[src/rtl/refsel_pkg.sv]
package refsel_pkg;
  localparam int REF_COUNT = 3;
  localparam int SEL_W = 2;

  typedef struct packed {
    logic                 windowEnd;
    logic [REF_COUNT-1:0] healthy;
  } refsel_status_t;
endpackage

[src/rtl/refsel_datapath.sv]
module refsel_datapath
  import refsel_pkg::*;
#(
  parameter int GATE_CYCLES = 1024,
  parameter int LOS_W = 8,
  parameter int CNT_W = 8
) (
  input  logic                 clk,
  input  logic                 rst_n,
  input  logic [REF_COUNT-1:0] refClkIn,
  input  logic [LOS_W-1:0]     losLimit,
  input  logic [CNT_W-1:0]     expectCount,
  input  logic [CNT_W-1:0]     countTolerance,
  output logic [REF_COUNT-1:0] losAlarm,
  output logic [REF_COUNT-1:0] fosAlarm,
  output refsel_status_t       status
);
  localparam int GATE_W = (GATE_CYCLES > 1) ? $clog2(GATE_CYCLES) : 1;
  localparam logic [GATE_W-1:0] GATE_LAST = GATE_W'(GATE_CYCLES - 1);
  localparam int WIDE_W = CNT_W + 2;

  logic [GATE_W-1:0] gateCnt;
  logic windowEnd;
  logic signed [WIDE_W-1:0] bandLo;
  logic signed [WIDE_W-1:0] bandHi;

  assign windowEnd = (gateCnt == GATE_LAST);
  assign bandLo = $signed({2'b00, expectCount}) - $signed({2'b00, countTolerance});
  assign bandHi = $signed({2'b00, expectCount}) + $signed({2'b00, countTolerance});

  // shared gate window timer
  always_ff @(posedge clk) begin
    if (!rst_n) gateCnt <= '0;
    else if (windowEnd) gateCnt <= '0;
    else gateCnt <= gateCnt + 1'b1;
  end

  for (genvar g = 0; g < REF_COUNT; g++) begin : g_mon
    logic [2:0]              syncPipe;
    logic                    riseSeen;
    logic [LOS_W-1:0]        gapCnt;
    logic [LOS_W:0]          gapNext;
    logic [CNT_W-1:0]        edgeCnt;
    logic [CNT_W:0]          countNow;
    logic signed [WIDE_W-1:0] countWide;
    logic                    outOfBand;
    logic                    losBit;
    logic                    fosBit;

    assign riseSeen  = syncPipe[1] & ~syncPipe[2];
    assign gapNext   = {1'b0, gapCnt} + 1'b1;
    assign countNow  = {1'b0, edgeCnt} + {{CNT_W{1'b0}}, riseSeen};
    assign countWide = $signed({1'b0, countNow});
    assign outOfBand = (countWide < bandLo) || (countWide > bandHi);

    always_ff @(posedge clk) begin
      if (!rst_n) begin
        syncPipe <= '0;
        gapCnt   <= '0;
        losBit   <= 1'b0;
        edgeCnt  <= '0;
        fosBit   <= 1'b0;
      end else begin
        syncPipe <= {syncPipe[1:0], refClkIn[g]};
        // loss-of-signal gap timer
        if (riseSeen) begin
          gapCnt <= '0;
          losBit <= 1'b0;
        end else begin
          if (gapCnt != '1) gapCnt <= gapNext[LOS_W-1:0];
          if (gapNext >= {1'b0, losLimit}) losBit <= 1'b1;
        end
        // frequency window count
        if (windowEnd) begin
          fosBit  <= outOfBand;
          edgeCnt <= '0;
        end else begin
          edgeCnt <= countNow[CNT_W] ? '1 : countNow[CNT_W-1:0];
        end
      end
    end

    assign losAlarm[g] = losBit;
    assign fosAlarm[g] = fosBit;
  end

  assign status.windowEnd = windowEnd;
  assign status.healthy   = ~losAlarm & ~fosAlarm;
endmodule

[src/rtl/refsel_control.sv]
module refsel_control
  import refsel_pkg::*;
#(
  parameter int HOLD_W = 4
) (
  input  logic             clk,
  input  logic             rst_n,
  input  refsel_status_t   status,
  input  logic             autoMode,
  input  logic             revertive,
  input  logic [SEL_W-1:0] manualSel,
  input  logic [HOLD_W-1:0] holdoffWindows,
  output logic [SEL_W-1:0] activeSel,
  output logic             noValidRef
);
  logic [HOLD_W-1:0]    cleanWin  [REF_COUNT];
  logic [HOLD_W-1:0]    cleanNext [REF_COUNT];
  logic [REF_COUNT-1:0] revertReady;
  logic                 anyHealthy;
  logic                 currentHealthy;
  logic                 revertFound;
  logic [SEL_W-1:0]     firstHealthy;
  logic [SEL_W-1:0]     revertPick;
  logic [SEL_W-1:0]     nextSel;

  for (genvar g = 0; g < REF_COUNT; g++) begin : g_clean
    assign cleanNext[g] = !status.healthy[g] ? '0 :
                          ((cleanWin[g] == '1) ? cleanWin[g] : cleanWin[g] + 1'b1);
    assign revertReady[g] = status.healthy[g] && (cleanNext[g] >= holdoffWindows);

    always_ff @(posedge clk) begin
      if (!rst_n) cleanWin[g] <= '0;
      else if (!status.healthy[g]) cleanWin[g] <= '0;
      else if (status.windowEnd) cleanWin[g] <= cleanNext[g];
    end
  end

  always_comb begin
    anyHealthy     = |status.healthy;
    currentHealthy = status.healthy[activeSel];
    firstHealthy   = activeSel;
    revertFound    = 1'b0;
    revertPick     = activeSel;
    for (int i = REF_COUNT - 1; i >= 0; i--) begin
      if (status.healthy[i]) firstHealthy = SEL_W'(i);
      if (revertReady[i] && (SEL_W'(i) < activeSel)) begin
        revertFound = 1'b1;
        revertPick  = SEL_W'(i);
      end
    end

    if (!autoMode)
      nextSel = (manualSel < SEL_W'(REF_COUNT)) ? manualSel : activeSel;
    else if (!anyHealthy)
      nextSel = activeSel;
    else if (!currentHealthy)
      nextSel = firstHealthy;
    else if (revertive && revertFound)
      nextSel = revertPick;
    else
      nextSel = activeSel;
  end

  always_ff @(posedge clk) begin
    if (!rst_n) begin
      activeSel  <= '0;
      noValidRef <= 1'b0;
    end else begin
      noValidRef <= ~anyHealthy;
      if (status.windowEnd) activeSel <= nextSel;
    end
  end
endmodule

[src/rtl/refsel_top.sv]
module refsel_top
  import refsel_pkg::*;
#(
  parameter int GATE_CYCLES = 1024,
  parameter int LOS_W = 8,
  parameter int CNT_W = 8,
  parameter int HOLD_W = 4
) (
  input  logic              clk,
  input  logic              rst_n,
  input  logic [2:0]        refClkIn,
  input  logic              autoMode,
  input  logic              revertive,
  input  logic [1:0]        manualSel,
  input  logic [LOS_W-1:0]  losLimit,
  input  logic [CNT_W-1:0]  expectCount,
  input  logic [CNT_W-1:0]  countTolerance,
  input  logic [HOLD_W-1:0] holdoffWindows,
  output logic [2:0]        losAlarm,
  output logic [2:0]        fosAlarm,
  output logic [1:0]        activeSel,
  output logic              noValidRef
);
  refsel_status_t statusBus;

  refsel_datapath #(
    .GATE_CYCLES(GATE_CYCLES),
    .LOS_W(LOS_W),
    .CNT_W(CNT_W)
  ) u_datapath (
    .clk(clk),
    .rst_n(rst_n),
    .refClkIn(refClkIn),
    .losLimit(losLimit),
    .expectCount(expectCount),
    .countTolerance(countTolerance),
    .losAlarm(losAlarm),
    .fosAlarm(fosAlarm),
    .status(statusBus)
  );

  refsel_control #(
    .HOLD_W(HOLD_W)
  ) u_control (
    .clk(clk),
    .rst_n(rst_n),
    .status(statusBus),
    .autoMode(autoMode),
    .revertive(revertive),
    .manualSel(manualSel),
    .holdoffWindows(holdoffWindows),
    .activeSel(activeSel),
    .noValidRef(noValidRef)
  );
endmodule

[config.mk]
export PLATFORM = sky130hd
export DESIGN_NAME = refsel_top
export DESIGN_NICKNAME = d
export VERILOG_FILES = /design/src/rtl/refsel_pkg.sv /design/src/rtl/refsel_datapath.sv /design/src/rtl/refsel_control.sv /design/src/rtl/refsel_top.sv
export SDC_FILE = /design/constraint.sdc
export NUM_CORES = 1
export LEC_CHECK = 0
export BUFFER_PORTS_ARGS = -buffer_cell sky130_fd_sc_hd__buf_2
export CAP_MARGIN = 20
export CORE_MARGIN = 2
export CORE_UTILIZATION = 30
export DETAILED_ROUTE_END_ITERATION = 10
export MAX_ROUTING_LAYER = met4
export REMOVE_ABC_BUFFERS = 1
export SYNTH_ARGS = -nofsm -noshare
export SYNTH_HDL_FRONTEND = slang
export SYNTH_SLANG_ARGS = --single-unit
[constraint.sdc]
create_clock -name clk -period 3.05 [get_ports clk]
set_input_delay 0.4575 -clock clk [delete_from_list [all_inputs] [get_ports clk]]
set_output_delay 0.4575 -clock clk [all_outputs]
set_load 0.02 [all_outputs]
==> flow_summary_export.csv <==
group,metric,value,unit
grt,grt.overflow.total,0,
detailed_routing,wl_per_cell,12.5,µm
placed_design,globalplace.congestion,0.833,
detailed_routing,wirelength,13300,µm
layout,fillerInstances,2139,
clocking,numCtsBuffers,9,
synthesis,synth-edff-count,8,
timing,max_slew.worst_pin.slew,0.732,ns
clocking,cts_tree,"built",
timing,min_period,2.78,ns
min_path,whs_path_depth,2,
clocking,cts-root-buf,"clkbuf_16",
layout,finish.net_count,938,
synthesis,yosys_warnings,0,
detailed_routing,firstDrtPassIters,4,
die,num_io_pins,46,
clocking,cts_num_sinks,84,
placed_design,dpl.hpwl,10800,µm
job,max_cap_viol_count,0,
clocking,cts.reportedPaths.clkPinSlew,0.06,ns
die,rows,52,
setup_path,worstPathMaxFanout,3,
die,core-area,20200,µm²
grt,grt_pass1_wl,22800,µm
setup_path,reg2reg_slack,0.31,ns
timing,max-slew-margin-rel,51.2,%
min_path,hold_start,"refClkIn[1]",
timing,slew_violations,0,
synthesis,ys.flop_type,"dfxtp_1",
clocking,h-tree-depth,3,
synthesis,synthCells,717,
detailed_routing,viasPerCell,4.69,
setup_path,endpoint_kind,"flip-flop",
detailed_routing,drtAntennaViolNets,0,
timing,clock.fmax,0.360,GHz
grt,grt_usage,13.2,%
setup_path,setup.worst_path.class,"input pin to flip-flop",
pwr,power.leakage,3.51,nW
setup_path,cp.arrival,3.02,ns
grt,grt_pass1_vias,4853,
timing,rsz0062_at_grt,"no",
setup_path,r2r-end,"u_datapath.g_mon[2].fosBit",
layout,antennaDiodeCount,0,
die,die_height,147,µm
layout,multi_input_area,4060,µm²
synthesis,async_flop_share,0,%
min_path,hold_path_class,"input pin to flip-flop",
min_path,hold-path-endpoint,"u_datapath.g_mon[1].syncPipe[0]",
detailed_routing,drc,0,
grt,antenna_found_initial,0,
layout,register_area,1760,µm²
clocking,clock_latency,0.34,ns
pwr,peakVddDrop,0.250,mV
timing,period_share,91.2,%
setup_path,crit_path_start_kind,"input pin",
grt,grt_max_degree,30,
synthesis,synth.distinct_cells,54,
detailed_routing,drt_iter0_drc,210,
layout,area_delta_synth_final,16.4,%
die,start_util,30.6,%
layout,final_area,7180,µm²
timing,clock_skew,0.00552,ns
placed_design,port_buffers,45,
placed_design,dp.cells,1047,
synthesis,synth.avg_cell_area,8.60,µm²
setup_path,reg2reg_from,"u_datapath.g_mon[2].syncPipe[1]",
placed_design,dpl_cell_area,6890,µm²
synthesis,netlist_area,6160,µm²
pwr,p_per_area,386,nW/µm²
layout,drive_gt1_share,13.5,%
clocking,clockBufferDepth,2,
synthesis,ys_seq_area_share,28.6,%
clocking,cts_setup_buffers,0,
synthesis,synth_seq_cells,84,
detailed_routing,route.vias.total,4990,
run_status,status,"completed",
layout,fin_cells,1063,
die,dieArea,21700,µm²
timing,hold_violations,0,
timing,setup-violations-final,0,
setup_path,cp.required,3.28,ns
setup_path,ff2ff_path_depth,11,
die,die_width,147,µm
-- worst max-delay path, cell delays in order --
cell and delay, ns:
buf_2 0.11, ha_1 0.22, fa_1 0.41, nand2b_1 0.09
a21oi_1 0.08, o21bai_1 0.14, a21oi_1 0.08, nor2_1 0.17
xnor2_1 0.16, ha_1 0.34, nand4_1 0.10, o31ai_1 0.28
o22ai_1 0.13, o31a_1 0.24
-- synthesized netlist by cell type (all sizes together) (3+ instances only) --
library cell  instances  area share, %
ha                  111             23
nor2                 77            4.7
dfxtp                76             25
inv                  62            3.8
a21oi                47            3.8
nand3                41            3.4
xor2                 31            4.4
xnor2                30            4.3
nand2                29            1.8
o21a                 20            2.4
o21ai                20            1.6
nand2b               16            1.6
and3                 15            1.5
buf                  15            1.4
and2                 14            1.4
nor2b                11            1.1
nor3                 11            1.2
a31oi                 9           0.91
nand4                 9           0.91
o31ai                 9            1.1
edfxtp                8            3.9
a21o                  6           0.73
clkbuf                6           0.37
o31a                  6           0.85
mux2i                 5           0.81
a211oi                3           0.37
nor4b                 3           0.53
o2111ai               3           0.43
-- metrics by stage --
step | TNS (ns) | power (mW) | worst slack (ns) | util, % | hold WS (ns)
after CTS | 0 | 2.81 | 0.192 | 35.5 | 0.323
final | 0 | 2.77 | 0.269 | 35.6 | 0.338
after detailed placement | -0.229 | 1.75 | -0.0803 | 34.1 | 0.422
after global placement | -0.0423 | 1.74 | -0.0158 | 34.1 | 0.417
after floorplan | 0 | 1.54 | 0.171 | - | 0.412
after global routing | 0 | 2.94 | 0.0104 | 35.6 | 0.337
-- final cells by class --
class | count | area share [%]
multi-input combinational | 549 | 56.6
sequential | 84 | 24.6
timing repair buffer | 81 | 6.90
tap | 270 | 4.71
inverter | 63 | 3.30
clock buffer | 9 | 3.14
clock inverter | 7 | 0.802
-- registers in the layout (all words and copies together) (netlist names) --
register	cells
u_datapath.g_mon.edgeCnt	24
u_datapath.g_mon.gapCnt	24
u_datapath.gateCnt	10
u_datapath.g_mon.syncPipe	9
u_control.cleanWin	8
u_datapath.g_mon.fosBit	3
u_datapath.g_mon.losBit	3
u_control.activeSel	2
u_control.noValidRef	1
-- metal layers --
layer | routed length (µm) | track usage, % | vias to the layer above
met5 | 0 | - | -
met4 | 216 | 4.76 | 0
met3 | 426 | 1.80 | 15
met2 | 6080 | 21.1 | 58
met1 | 6570 | 17.0 | 2279
li1 | - | - | 2638
-- report_power, final --
part | internal [mW] | switching (mW) | total, mW
logic | 0.259 | 0.307 | 0.567
registers | 1.14 | 0.0233 | 1.16
clock network | 0.563 | 0.478 | 1.04
total | 1.96 | 0.808 | 2.77
-- placed cells by master (no fill, tap or decap), types with 8 or more instances in the layout --
cell type / count
nand2b_1: 16
edfxtp_1: 8
and2_1: 14
nand4_1: 9
nor2b_1: 9
o21ai_0: 19
nor2_1: 76
dfxtp_1: 76
buf_4: 36
nor3_1: 9
inv_1: 62
xor2_1: 31
o31ai_1: 9
a31oi_1: 9
buf_2: 45
clkbuf_16: 9
nand2_1: 29
a21oi_1: 47
o21a_1: 20
nand3_1: 40
ha_1: 110
and3_1: 15
xnor2_1: 30
-- logic make-up (layout without fill, tap and decap cells) --
group           after synthesis  count (layout)  share of synthesized area, %
compound gates              134             134                          13.8
xor+xnor                     61              61                          8.67
fa+ha+maj                   113             113                          23.2
buf+inv                      84             160                          5.64
flops                        84              84                          28.6
mux                           5               5                         0.812
simple gates                236             236                          19.3
-- repair_timing --
item	in CTS	in global routing
gates resized for setup	0	3
hold buffers	0	0
setup endpoints to repair	0	1
-- worst max path at each step --
| stage | cells past startpoint | end | slack, ns | start |
|---|---|---|---|---|
| after floorplan | 13 | u_datapath.g_mon[2].fosBit | 0.17 | countTolerance[1] |
| after global placement | 14 | u_datapath.g_mon[0].fosBit | -0.02 | countTolerance[1] |
| after detailed placement | 14 | u_datapath.g_mon[2].fosBit | -0.08 | expectCount[1] |
| after CTS | 11 | u_datapath.g_mon[2].fosBit | 0.19 | u_datapath.g_mon[2].syncPipe[1] |
| after global routing | 11 | u_datapath.g_mon[2].fosBit | 0.01 | u_datapath.g_mon[2].syncPipe[1] |
| final | 14 | u_datapath.g_mon[0].fosBit | 0.27 | expectCount[0] |
(Power assumes the default switching activity.)
